`src/rtl/gpio_bank_pkg.sv`:
```
`timescale 1ns/1ps
package gpio_bank_pkg;
  localparam int unsigned PIN_CNT        = 16;
  localparam int unsigned IRQ_CNT        = 13;
  localparam int unsigned MODE_W         = 3;
  localparam int unsigned MODES_PER_WORD = 8;
  localparam int unsigned ADDR_W         = 4;
  localparam int unsigned DATA_W         = 32;
  localparam int unsigned WDATA_W        = MODES_PER_WORD * MODE_W;
  localparam int unsigned CLK_CNT        = 2;
  localparam int unsigned CLK_BASE       = PIN_CNT - CLK_CNT;
  localparam logic [CLK_CNT-1:0] CLK_EN_RST = 2'b10;

  localparam logic [ADDR_W-1:0] A_DIR  = 4'd0;
  localparam logic [ADDR_W-1:0] A_OUT  = 4'd1;
  localparam logic [ADDR_W-1:0] A_IN   = 4'd2;
  localparam logic [ADDR_W-1:0] A_IEN  = 4'd3;
  localparam logic [ADDR_W-1:0] A_STAT = 4'd4;
  localparam logic [ADDR_W-1:0] A_TRG0 = 4'd5;
  localparam logic [ADDR_W-1:0] A_TRG1 = 4'd6;
  localparam logic [ADDR_W-1:0] A_CCTL = 4'd7;
  localparam logic [ADDR_W-1:0] A_TIM0 = 4'd8;
  localparam logic [ADDR_W-1:0] A_TIM1 = 4'd9;

  localparam logic [MODE_W-1:0] M_HIGH = 3'd0;
  localparam logic [MODE_W-1:0] M_LOW  = 3'd1;
  localparam logic [MODE_W-1:0] M_RISE = 3'd2;
  localparam logic [MODE_W-1:0] M_FALL = 3'd3;
  localparam logic [MODE_W-1:0] M_BOTH = 3'd4;
  localparam logic [MODE_W-1:0] M_OFF  = 3'd7;

  typedef struct packed {
    logic               wrDir;
    logic               wrOut;
    logic               wrIen;
    logic               wrStat;
    logic [1:0]         wrTrig;
    logic               wrCctl;
    logic [CLK_CNT-1:0] wrTim;
    logic [ADDR_W-1:0]  rdSel;
    logic [WDATA_W-1:0] wdata;
  } regStb_t;
endpackage

```
`src/rtl/gpio_bank_ctrl.sv`:
```
`timescale 1ns/1ps
module gpio_bank_ctrl
  import gpio_bank_pkg::*;
(
  input  logic [ADDR_W-1:0] regAddr,
  input  logic              regWrEn,
  input  logic [DATA_W-1:0] regWrData,
  output regStb_t           stb
);
  logic unusedHiBits;
  assign unusedHiBits = ^regWrData[DATA_W-1:WDATA_W];

  always_comb begin
    stb       = '0;
    stb.rdSel = regAddr;
    stb.wdata = regWrData[WDATA_W-1:0];
    if (regWrEn) begin
      case (regAddr)
        A_DIR:   stb.wrDir     = 1'b1;
        A_OUT:   stb.wrOut     = 1'b1;
        A_IEN:   stb.wrIen     = 1'b1;
        A_STAT:  stb.wrStat    = 1'b1;
        A_TRG0:  stb.wrTrig[0] = 1'b1;
        A_TRG1:  stb.wrTrig[1] = 1'b1;
        A_CCTL:  stb.wrCctl    = 1'b1;
        A_TIM0:  stb.wrTim[0]  = 1'b1;
        A_TIM1:  stb.wrTim[1]  = 1'b1;
        default: ;
      endcase
    end
  end
endmodule

```
`src/rtl/gpio_bank_clkgen.sv`:
```
`timescale 1ns/1ps
module gpio_bank_clkgen #(
  parameter int unsigned CNT_W = 8
) (
  input  logic             clk,
  input  logic             rstN,
  input  logic             en,
  input  logic [CNT_W-1:0] hiCnt,
  input  logic [CNT_W-1:0] loCnt,
  output logic             wave
);
  logic             phaseHigh;
  logic [CNT_W-1:0] cnt;

  always_ff @(posedge clk or negedge rstN) begin
    if (!rstN) begin
      phaseHigh <= 1'b1;
      cnt       <= '0;
    end else if (!en) begin
      phaseHigh <= 1'b1;
      cnt       <= '0;
    end else if (phaseHigh) begin
      if (cnt >= hiCnt) begin
        phaseHigh <= 1'b0;
        cnt       <= '0;
      end else begin
        cnt <= cnt + 1'b1;
      end
    end else begin
      if (cnt >= loCnt) begin
        phaseHigh <= 1'b1;
        cnt       <= '0;
      end else begin
        cnt <= cnt + 1'b1;
      end
    end
  end

  assign wave = en & phaseHigh;
endmodule

```
`src/rtl/gpio_bank_dp.sv`:
```
`timescale 1ns/1ps
module gpio_bank_dp
  import gpio_bank_pkg::*;
#(
  parameter int unsigned CNT_W = 8
) (
  input  logic                      clk,
  input  logic                      rstN,
  input  regStb_t                   stb,
  input  logic [PIN_CNT-1:0]        padIn,
  output logic [DATA_W-1:0]         regRdData,
  output logic [PIN_CNT-1:0]        padOut,
  output logic [PIN_CNT-1:0]        padOutEn,
  output logic                      irq,
  output logic [IRQ_CNT-1:0]        statusQ,
  output logic [PIN_CNT-1:0]        outQ,
  output logic [CLK_CNT-1:0]        clkEnQ,
  output logic [IRQ_CNT*MODE_W-1:0] trigFlat,
  output logic [2*CNT_W-1:0]        tim1Q
);
  localparam int unsigned TIM_W    = 2 * CNT_W;
  localparam int unsigned TRIG_PAD = 2 * WDATA_W - IRQ_CNT * MODE_W;

  logic [PIN_CNT-1:0]   dirQ;
  logic [IRQ_CNT-1:0]   ienQ;
  logic [TIM_W-1:0]     timQ [CLK_CNT];
  logic [PIN_CNT-1:0]   syncA, syncB;
  logic [IRQ_CNT-1:0]   prevB;
  logic [CLK_CNT-1:0]   wave;
  logic [2*WDATA_W-1:0] trigAll;

  always_ff @(posedge clk or negedge rstN) begin
    if (!rstN) begin
      dirQ   <= '0;
      outQ   <= '0;
      ienQ   <= '0;
      clkEnQ <= CLK_EN_RST;
      for (int k = 0; k < CLK_CNT; k++) timQ[k] <= '0;
    end else begin
      if (stb.wrDir)  dirQ   <= stb.wdata[PIN_CNT-1:0];
      if (stb.wrOut)  outQ   <= stb.wdata[PIN_CNT-1:0];
      if (stb.wrIen)  ienQ   <= stb.wdata[IRQ_CNT-1:0];
      if (stb.wrCctl) clkEnQ <= stb.wdata[CLK_CNT-1:0];
      for (int k = 0; k < CLK_CNT; k++)
        if (stb.wrTim[k]) timQ[k] <= stb.wdata[TIM_W-1:0];
    end
  end

  // two-flop synchroniser plus one history stage for edge detection
  always_ff @(posedge clk or negedge rstN) begin
    if (!rstN) begin
      syncA <= '0;
      syncB <= '0;
      prevB <= '0;
    end else begin
      syncA <= padIn;
      syncB <= syncA;
      prevB <= syncB[IRQ_CNT-1:0];
    end
  end

  for (genvar i = 0; i < IRQ_CNT; i++) begin : g_irq
    localparam int unsigned WSEL = i / MODES_PER_WORD;
    localparam int unsigned OFS  = (i % MODES_PER_WORD) * MODE_W;
    logic [MODE_W-1:0] modeR;
    logic              statR;
    logic              rise, fall, lvlMode, lvlHit, edgeMode, edgeHit;

    always_ff @(posedge clk or negedge rstN) begin
      if (!rstN)                 modeR <= M_OFF;
      else if (stb.wrTrig[WSEL]) modeR <= stb.wdata[OFS +: MODE_W];
    end

    assign rise = syncB[i] & ~prevB[i];
    assign fall = ~syncB[i] & prevB[i];

    always_comb begin
      lvlMode  = 1'b0;
      lvlHit   = 1'b0;
      edgeMode = 1'b0;
      edgeHit  = 1'b0;
      case (modeR)
        M_HIGH: begin lvlMode  = 1'b1; lvlHit  = syncB[i];    end
        M_LOW:  begin lvlMode  = 1'b1; lvlHit  = ~syncB[i];   end
        M_RISE: begin edgeMode = 1'b1; edgeHit = rise;        end
        M_FALL: begin edgeMode = 1'b1; edgeHit = fall;        end
        M_BOTH: begin edgeMode = 1'b1; edgeHit = rise | fall; end
        default: ;
      endcase
    end

    always_ff @(posedge clk or negedge rstN) begin
      if (!rstN)                          statR <= 1'b0;
      else if (lvlMode)                   statR <= lvlHit;
      else if (!edgeMode)                 statR <= 1'b0;
      else if (edgeHit)                   statR <= 1'b1;
      else if (stb.wrStat && stb.wdata[i]) statR <= 1'b0;
    end

    assign statusQ[i]                  = statR;
    assign trigFlat[i*MODE_W +: MODE_W] = modeR;
  end

  for (genvar k = 0; k < CLK_CNT; k++) begin : g_clk
    gpio_bank_clkgen #(.CNT_W(CNT_W)) u_gen (
      .clk  (clk),
      .rstN (rstN),
      .en   (clkEnQ[k]),
      .hiCnt(timQ[k][CNT_W-1:0]),
      .loCnt(timQ[k][TIM_W-1:CNT_W]),
      .wave (wave[k])
    );
  end

  always_comb begin
    padOut   = outQ;
    padOutEn = dirQ;
    for (int k = 0; k < CLK_CNT; k++) begin
      if (clkEnQ[k]) begin
        padOut[CLK_BASE+k]   = wave[k];
        padOutEn[CLK_BASE+k] = 1'b1;
      end
    end
  end

  assign irq     = |(statusQ & ienQ);
  assign tim1Q   = timQ[1];
  assign trigAll = {{TRIG_PAD{1'b0}}, trigFlat};

  always_comb begin
    regRdData = '0;
    case (stb.rdSel)
      A_DIR:   regRdData[PIN_CNT-1:0] = dirQ;
      A_OUT:   regRdData[PIN_CNT-1:0] = outQ;
      A_IN:    regRdData[PIN_CNT-1:0] = syncB;
      A_IEN:   regRdData[IRQ_CNT-1:0] = ienQ;
      A_STAT:  regRdData[IRQ_CNT-1:0] = statusQ;
      A_TRG0:  regRdData[WDATA_W-1:0] = trigAll[WDATA_W-1:0];
      A_TRG1:  regRdData[WDATA_W-1:0] = trigAll[2*WDATA_W-1:WDATA_W];
      A_CCTL:  regRdData[CLK_CNT-1:0] = clkEnQ;
      A_TIM0:  regRdData[TIM_W-1:0]   = timQ[0];
      A_TIM1:  regRdData[TIM_W-1:0]   = timQ[1];
      default: regRdData = '0;
    endcase
  end
endmodule

```
`src/rtl/gpio_bank.sv`:
```
`timescale 1ns/1ps
module gpio_bank
  import gpio_bank_pkg::*;
#(
  parameter int unsigned CNT_W = 8
) (
  input  logic              clk,
  input  logic              rstN,
  input  logic [3:0]        regAddr,
  input  logic              regWrEn,
  input  logic [31:0]       regWrData,
  output logic [31:0]       regRdData,
  input  logic [15:0]       padIn,
  output logic [15:0]       padOut,
  output logic [15:0]       padOutEn,
  output logic              irq
);
  regStb_t                   stb;
  logic [IRQ_CNT-1:0]        statusQ;
  logic [PIN_CNT-1:0]        outQ;
  logic [CLK_CNT-1:0]        clkEnQ;
  logic [IRQ_CNT*MODE_W-1:0] trigFlat;
  logic [2*CNT_W-1:0]        tim1Q;
  logic                      statWr;

  gpio_bank_ctrl u_ctrl (
    .regAddr  (regAddr),
    .regWrEn  (regWrEn),
    .regWrData(regWrData),
    .stb      (stb)
  );

  gpio_bank_dp #(.CNT_W(CNT_W)) u_dp (
    .clk      (clk),
    .rstN     (rstN),
    .stb      (stb),
    .padIn    (padIn),
    .regRdData(regRdData),
    .padOut   (padOut),
    .padOutEn (padOutEn),
    .irq      (irq),
    .statusQ  (statusQ),
    .outQ     (outQ),
    .clkEnQ   (clkEnQ),
    .trigFlat (trigFlat),
    .tim1Q    (tim1Q)
  );

  assign statWr = stb.wrStat;
endmodule

```
`config.mk`:
```
export PLATFORM = sky130hd
export DESIGN_NAME = gpio_bank
export DESIGN_NICKNAME = d
export VERILOG_FILES = /design/src/rtl/gpio_bank_pkg.sv /design/src/rtl/gpio_bank_ctrl.sv /design/src/rtl/gpio_bank_clkgen.sv /design/src/rtl/gpio_bank_dp.sv /design/src/rtl/gpio_bank.sv
export SDC_FILE = /design/constraint.sdc
export NUM_CORES = 1
export LEC_CHECK = 0
export ABC_AREA = 1
export BUFFER_PORTS_ARGS = -buffer_cell sky130_fd_sc_hd__buf_2
export CORE_MARGIN = 4
export CORE_UTILIZATION = 40
export DETAILED_ROUTE_END_ITERATION = 16
export SYNTH_ARGS = -nofsm -noshare
export SYNTH_HDL_FRONTEND = slang
export SYNTH_SLANG_ARGS = --single-unit
```
`constraint.sdc`:
```
create_clock -name clk -period 2 [get_ports clk]
set_input_delay 0.2 -clock clk [delete_from_list [all_inputs] [get_ports clk]]
set_output_delay 0.2 -clock clk [all_outputs]
set_load 0.05 [all_outputs]
```
==> impl_metrics.json, run 1 <==
{
  "outcome": "finished clean",
  "holdCritStartpoint": "regWrData[13]",
  "clkLatencyLatePin_ns": 0.44,
  "pin_count": 120,
  "yosysMostFrequentCell": "nand2_1",
  "crit_fanout": 3,
  "ys_async_sr_fraction_pct": 100,
  "hold_depth": 3,
  "grt_pass1_wl_mm": 44.7,
  "critical_path.startpoint_type": "register",
  "dp.cells": 1588,
  "synth.area.top_cells": "dfrtp_1 (38%), nand2_1 (12%), dfstp_2 (11%)",
  "synth_edf_count": 0,
  "cellLeakagePower_nw": 5.95,
  "ys.flop_type": "dfrtp_1",
  "reg2reg_to": "u_dp.g_clk[1].u_gen.cnt[0]",
  "grt_use_total_pct": 20.5,
  "total_power_mw": 12.1,
  "final_cells": 1645,
  "portBuffers": 103,
  "skew_ns": 0.00846,
  "viasPerCell": 5.07,
  "cap_violations": 0,
  "layout-drive-gt1-share_pct": 17.8,
  "cts_inserted_buffers": 17,
  "fmax_ghz": 0.507,
  "r2r_setup_slack_ns": 0.33,
  "powerDensity_nw_per_um2": 1040,
  "drt_iter0_drc": 625,
  "tightest_slew_ns": 0.593,
  "ys_seq_area_share_pct": 49.2,
  "synth_top_area_cell": "dfrtp_1",
  "dieHeight_um": 166,
  "hp-class": "in -> reg",
  "end_kind": "primary output",
  "cts.sinks": 194,
  "r2r-start": "u_dp.g_clk[1].u_gen.cnt[3]",
  "num_rows": 57,
  "routedWlPerCell_um": 16.9,
  "cts.path.max_buffers": 2,
  "fillers": 2358,
  "htree_num_levels": 4,
  "post-route-util_pct": 47.9,
  "syn_area_um2": 9970,
  "gp_congestion": 0.831,
  "clk_pin_slew_ns": 0.08,
  "irDropWorstVdd_mv": 0.509,
  "finalCritPeriodShare_pct": 98.6,
  "tritoncts": "yes",
  "synth_cell_types": 33,
  "hold_end": "u_dp.g_irq[4].modeR[1]",
  "hold_viol": 0,
  "vias": 8339,
  "grt_max_degree": 59,
  "wirelength_mm": 27.8,
  "start_util_pct": 40.9,
  "stdcell_area_um2": 11700,
  "die_w_um": 166,
  "fin_nets": 1423,
  "yosysWarnings": 0,
  "setup_viol_count_final": 0,
  "syn_inst": 1192,
  "cp.required_ns": 1.80,
  "ys_ff_latch": 194,
  "drc": 0,
  "placed_area_um2": 10800,
  "synth_common_cells": "nand2_1 (315), dfrtp_1 (152), o21ai_0 (140)",
  "grt-ovfl-total": 0,
  "slew-limit-headroom_pct": 60.3,
  "grt_pass1_vias": 8170,
  "drt-pass1-iter-count": 5,
  "rr_worst_depth": 6,
  "netlist.area_leader.share_pct": 38.1,
  "dp_hpwl_mm": 20.1,
  "die_area_um2": 27500,
  "critPathKind": "reg -> out",
  "period_needed_ns": 1.97,
  "fin_tns_setup_ns": 0,
  "report.final.slew_viol_count": 0,
  "core_area_um2": 24400,
  "antenna_found_initial": 0,
  "avgSynthCellArea_um2": 8.36,
  "area_growth_pct": 17.1,
  "crit_arrival_ns": 1.77,
  "drtAntennaViolNets": 0,
  "cts_root_buffer": "clkbuf_16",
  "rsz0062_at_grt": "no",
  "n_antenna_cell": 0
}
worst max-delay path, cell delays in order, from the launching register on:
cell and delay (ns):
dfrtp_1 0.41, nand2_2 0.09, nand2_1 0.07, a221oi_2 0.28, nand4_1 0.26, buf_6 0.23
state kept, by name, indices dropped and copies added (netlist names):
register                    flops
u_dp.g_clk.u_gen.cnt           16
u_dp.g_irq.statR               13
u_dp.prevB                     13
u_dp.clkEnQ                     2
u_dp.g_irq.modeR               39
u_dp.syncB                     16
u_dp.g_clk.u_gen.phaseHigh      2
u_dp.dirQ                      16
u_dp.tim1Q                     16
u_dp.outQ                      16
u_dp.syncA                     16
u_dp.timQ                      16
u_dp.ienQ                      13
where the power goes:
group	leakage [nW]	internal [mW]	switching, mW	total (mW)
combinational	3.32	1.00	2.19	3.19
clock	0.296	1.92	1.68	3.60
sequential	2.34	4.73	0.588	5.32
worst max path at each step:
stage                            from  slack [ns]  cells after the start            to
4_1_cts                  u_dp.ienQ[6]       0.009                      5           irq
2_1_floorplan          u_dp.clkEnQ[0]        0.16                      2    padOut[14]
6_report                 u_dp.ienQ[6]        0.03                      5           irq
3_5_place_dp               regAddr[0]        0.18                     12  regRdData[0]
3_3_place_gp               regAddr[0]        0.20                     12  regRdData[0]
5_1_grt        u_dp.g_irq[9].modeR[2]       0.005                      5  regRdData[5]
cell usage in the layout, fill, tap and decap left out, types with 2 or more instances in the layout:
| master | netlist | final |
|---|---|---|
| clkinvlp_4 | 0 | 2 |
| xor2_1 | 10 | 10 |
| nor3_1 | 6 | 6 |
| bufinv_16 | 0 | 2 |
| o21a_1 | 2 | 2 |
| buf_6 | 5 | 2 |
| inv_1 | 131 | 130 |
| nand2_2 | 5 | 6 |
| nand2_4 | 3 | 3 |
| dlygate4sd3_1 | 0 | 25 |
| ha_1 | 60 | 60 |
| nand3b_1 | 4 | 4 |
| buf_4 | 37 | 27 |
| o22ai_1 | 21 | 21 |
| xnor2_1 | 3 | 3 |
| nand2_1 | 315 | 314 |
| buf_2 | 18 | 99 |
| clkbuf_16 | 0 | 17 |
| o21ai_1 | 18 | 19 |
| conb_1 | 1 | 8 |
| nor2_2 | 3 | 3 |
| or2_2 | 2 | 2 |
| o21ai_0 | 140 | 139 |
| buf_12 | 0 | 6 |
| inv_8 | 0 | 6 |
| a221oi_2 | 0 | 2 |
| nor2_1 | 73 | 73 |
| dfstp_2 | 42 | 42 |
| a22o_1 | 4 | 4 |
| inv_2 | 7 | 8 |
| a21oi_1 | 66 | 66 |
| nand3_1 | 43 | 43 |
| inv_6 | 1 | 4 |
| nand4_1 | 5 | 5 |
| dfrtp_1 | 152 | 152 |
kinds of logic after synthesis:
logic type / share of synthesized area (%)
buf+inv: 9.99
fa+ha+maj: 7.53
xor+xnor: 1.14
simple gates: 18.8
other cells: 0.0376
compound gates: 13.3
flops: 49.2
through the flow:
step	hold slack, ns	setup slack [ns]
after detailed placement	0.225	0.176
after floorplan	-0.0956	0.160
after global routing	0.111	0.00541
final	0.108	0.0276
after global placement	0.223	0.197
after CTS	0.0882	0.00933
per-layer routing:
| layer | wire [µm] | track usage [%] | vias up |
|---|---|---|---|
| met4 | 557 | 5.85 | 0 |
| met5 | 0 | 0 | - |
| met2 | 13400 | 34.4 | 283 |
| met3 | 1590 | 2.86 | 46 |
| li1 | - | - | 4037 |
| met1 | 12300 | 27.8 | 3973 |
area by class of cell:
cell class	instances	area, µm²	share of cell area (%)
well taps	324	405	3.47
clock inverters	14	185	1.59
clock buffers	18	429	3.68
repair buffers	160	1100	9.47
inverters	140	532	4.56
flip-flops and latches	194	4910	42.0
multi-input cells	795	4110	35.2
timing repair:
| item | 4_1_cts | 5_1_grt |
|---|---|---|
| resized for setup | 4 | 7 |
| pin swaps | 1 | 1 |
| endpoints found under the hold margin | 69 | 0 |
| setup endpoints to repair | 2 | 3 |
| buffers inserted | 0 | 0 |
| hold buffers | 25 | 0 |
Power figures use the tool's default switching activity.
==> run 2, diff against run 1 <==
Settings changed: RECOVER_POWER set to 25.
==> impl_metrics.json, run 2 (synthesized netlist as in run 1, its figures left out) <==
{
  "hold_viol": 0,
  "grt-ovfl-total": 0,
  "clk_pin_slew_ns": 0.08,
  "slew-limit-headroom_pct": 3.43,
  "netSwitchingPower_mw": 4.45,
  "irDropWorstVdd_mv": 0.509,
  "cp.required_ns": 1.80,
  "core_area_um2": 24400,
  "switching_share_pct": 36.8,
  "mostFrequentLayoutCell": "nand2_1",
  "die_w_um": 166,
  "num_rows": 57,
  "cellLeakagePower_nw": 5.95,
  "stdcell_area_um2": 11700,
  "largest_reg_flops": 39,
  "routedWlPerCell_um": 16.9,
  "cpMaxStageDelayCell": "dfrtp_1",
  "portBuffers": 103,
  "cap_violations": 0,
  "crit_path_max_incr_delay_ns": 0.41,
  "r2r-start": "u_dp.g_clk[1].u_gen.cnt[3]",
  "antenna_found_initial": 0,
  "dieHeight_um": 166,
  "drtAntennaViolNets": 0,
  "n_antenna_cell": 0,
  "dp_hpwl_mm": 20.1,
  "cts_inserted_buffers": 17,
  "setup_viol_count_final": 0,
  "rr_worst_depth": 6,
  "path_buf_inv": 1,
  "critPathKind": "reg -> out",
  "grt_use_total_pct": 20.5,
  "r2r_setup_slack_ns": 0.33,
  "cts_root_buffer": "clkbuf_16",
  "top_register": "u_dp.g_irq.modeR",
  "cts.path.max_buffers": 2,
  "viasPerCell": 5.07,
  "area_growth_pct": 17.0,
  "rsz0062_at_grt": "no",
  "finalCritPeriodShare_pct": 98.6,
  "cp_num_cells": 5,
  "placed_area_um2": 10800,
  "gp_congestion": 0.831,
  "wirelength_mm": 27.8,
  "fin_nets": 1423,
  "pin_count": 120,
  "clock_power_share_pct": 29.7,
  "grt_pass1_vias": 8170,
  "cts.sinks": 194,
  "report.final.slew_viol_count": 0,
  "drc": 0,
  "fmax_ghz": 0.507,
  "drt-pass1-iter-count": 5,
  "hp-class": "in -> reg",
  "crit_arrival_ns": 1.77,
  "cpLargestDelayFamily": "simple AND/OR/NAND/NOR gates",
  "drt_iter0_drc": 626,
  "tightest_slew_ns": 1.45,
  "outcome": "finished clean",
  "cp_cell_sequence": "nand2_2, nand2_1, a221oi_2, nand4_1, buf_6",
  "grt_max_degree": 59,
  "p_int_mw": 7.65,
  "htree_num_levels": 4,
  "crit_end": "irq",
  "combPwrFrac_pct": 26.4,
  "fin_tns_setup_ns": 0,
  "reg2reg_to": "u_dp.g_clk[1].u_gen.cnt[0]",
  "pwr-share-seq_pct": 43.9,
  "period_needed_ns": 1.97,
  "clkLatencyLatePin_ns": 0.44,
  "layout-drive-gt1-share_pct": 17.8,
  "critical_path.startpoint_type": "register",
  "vias": 8337,
  "final_cell_mix": "nand2_1 (314), dfrtp_1 (152), o21ai_0 (139)",
  "powerDensity_nw_per_um2": 1040,
  "skew_ns": 0.00846,
  "crit_fanout": 3,
  "crit_start": "u_dp.ienQ[6]",
  "tritoncts": "yes",
  "grt_pass1_wl_mm": 44.7,
  "die_area_um2": 27500,
  "end_kind": "primary output",
  "start_util_pct": 40.9
}
run 2: changes by cell type in the layout (fill, tap and decap cells not counted):
cell	before	now
buf_2	99	100
clkbuf_8	1	0
run 2: worst min-delay path by stage:
stage                   from                      to  slack, ns  cells after the start
2_1_floorplan           rstN          u_dp.clkEnQ[0]       -0.1                      0
4_1_cts        regWrData[13]  u_dp.g_irq[4].modeR[1]       0.09                      3
5_1_grt        regWrData[13]  u_dp.g_irq[4].modeR[1]       0.11                      3
3_3_place_gp            rstN           u_dp.syncA[8]       0.22                      1
3_5_place_dp            rstN           u_dp.syncA[8]       0.23                      1
6_report       regWrData[13]  u_dp.g_irq[4].modeR[1]       0.11                      3
run 2: final cells by class:
type / count / area (µm²)
Inverter: 140 / 532
Clock buffer: 18 / 429
Tap cell: 324 / 405
Fill cell: 2360 / 12700
Multi-Input combinational cell: 795 / 4110
Clock inverter: 14 / 185
Sequential cell: 194 / 4910
Timing Repair Buffer: 160 / 1100
run 2: per-stage QoR:
step                util [%]  setup WS, ns  power (mW)  std cells  hold slack (ns)
global placement        44.2         0.197        8.40       1588            0.223
CTS                     47.8       0.00933        12.1       1645           0.0882
finish                  47.8        0.0276        12.1       1645            0.108
detailed placement      44.2         0.176        8.48       1588            0.225
floorplan                  -         0.160        7.64       1199          -0.0956
global route            47.8       0.00541        12.8       1645            0.111
run 2: repair_timing:
item	CTS	global route
pin swaps	1	1
hold buffers	25	0
setup endpoints to repair	2	3
endpoints found under the hold margin	69	0
buffers inserted	0	0
resized for setup	4	7
run 2: worst reg2reg max path: stages (launching register included):
cell     delay, ns
dfrtp_1       0.46
ha_1          0.33
a21oi_1       0.15
nand2_1       0.08
nand2_1       0.08
nand3_1       0.27
a21oi_1       0.24
run 2: power groups by stage:
stage | registers [mW] | clock network, mW | logic (mW)
floorplan | 5.17 | 0 | 2.47
global placement | 5.35 | 0 | 3.05
detailed placement | 5.36 | 0 | 3.12
CTS | 5.30 | 3.65 | 3.20
global route | 5.42 | 3.82 | 3.56
finish | 5.32 | 3.60 | 3.19
run 2: routing by layer:
layer  GRT usage (%)  up-vias  share of wire, %
li1                -     4036                 -
met4            5.85        0               2.0
met3            2.86       46               5.7
met5               0        -                 0
met1            27.8     3972                44
met2            34.4      283                48
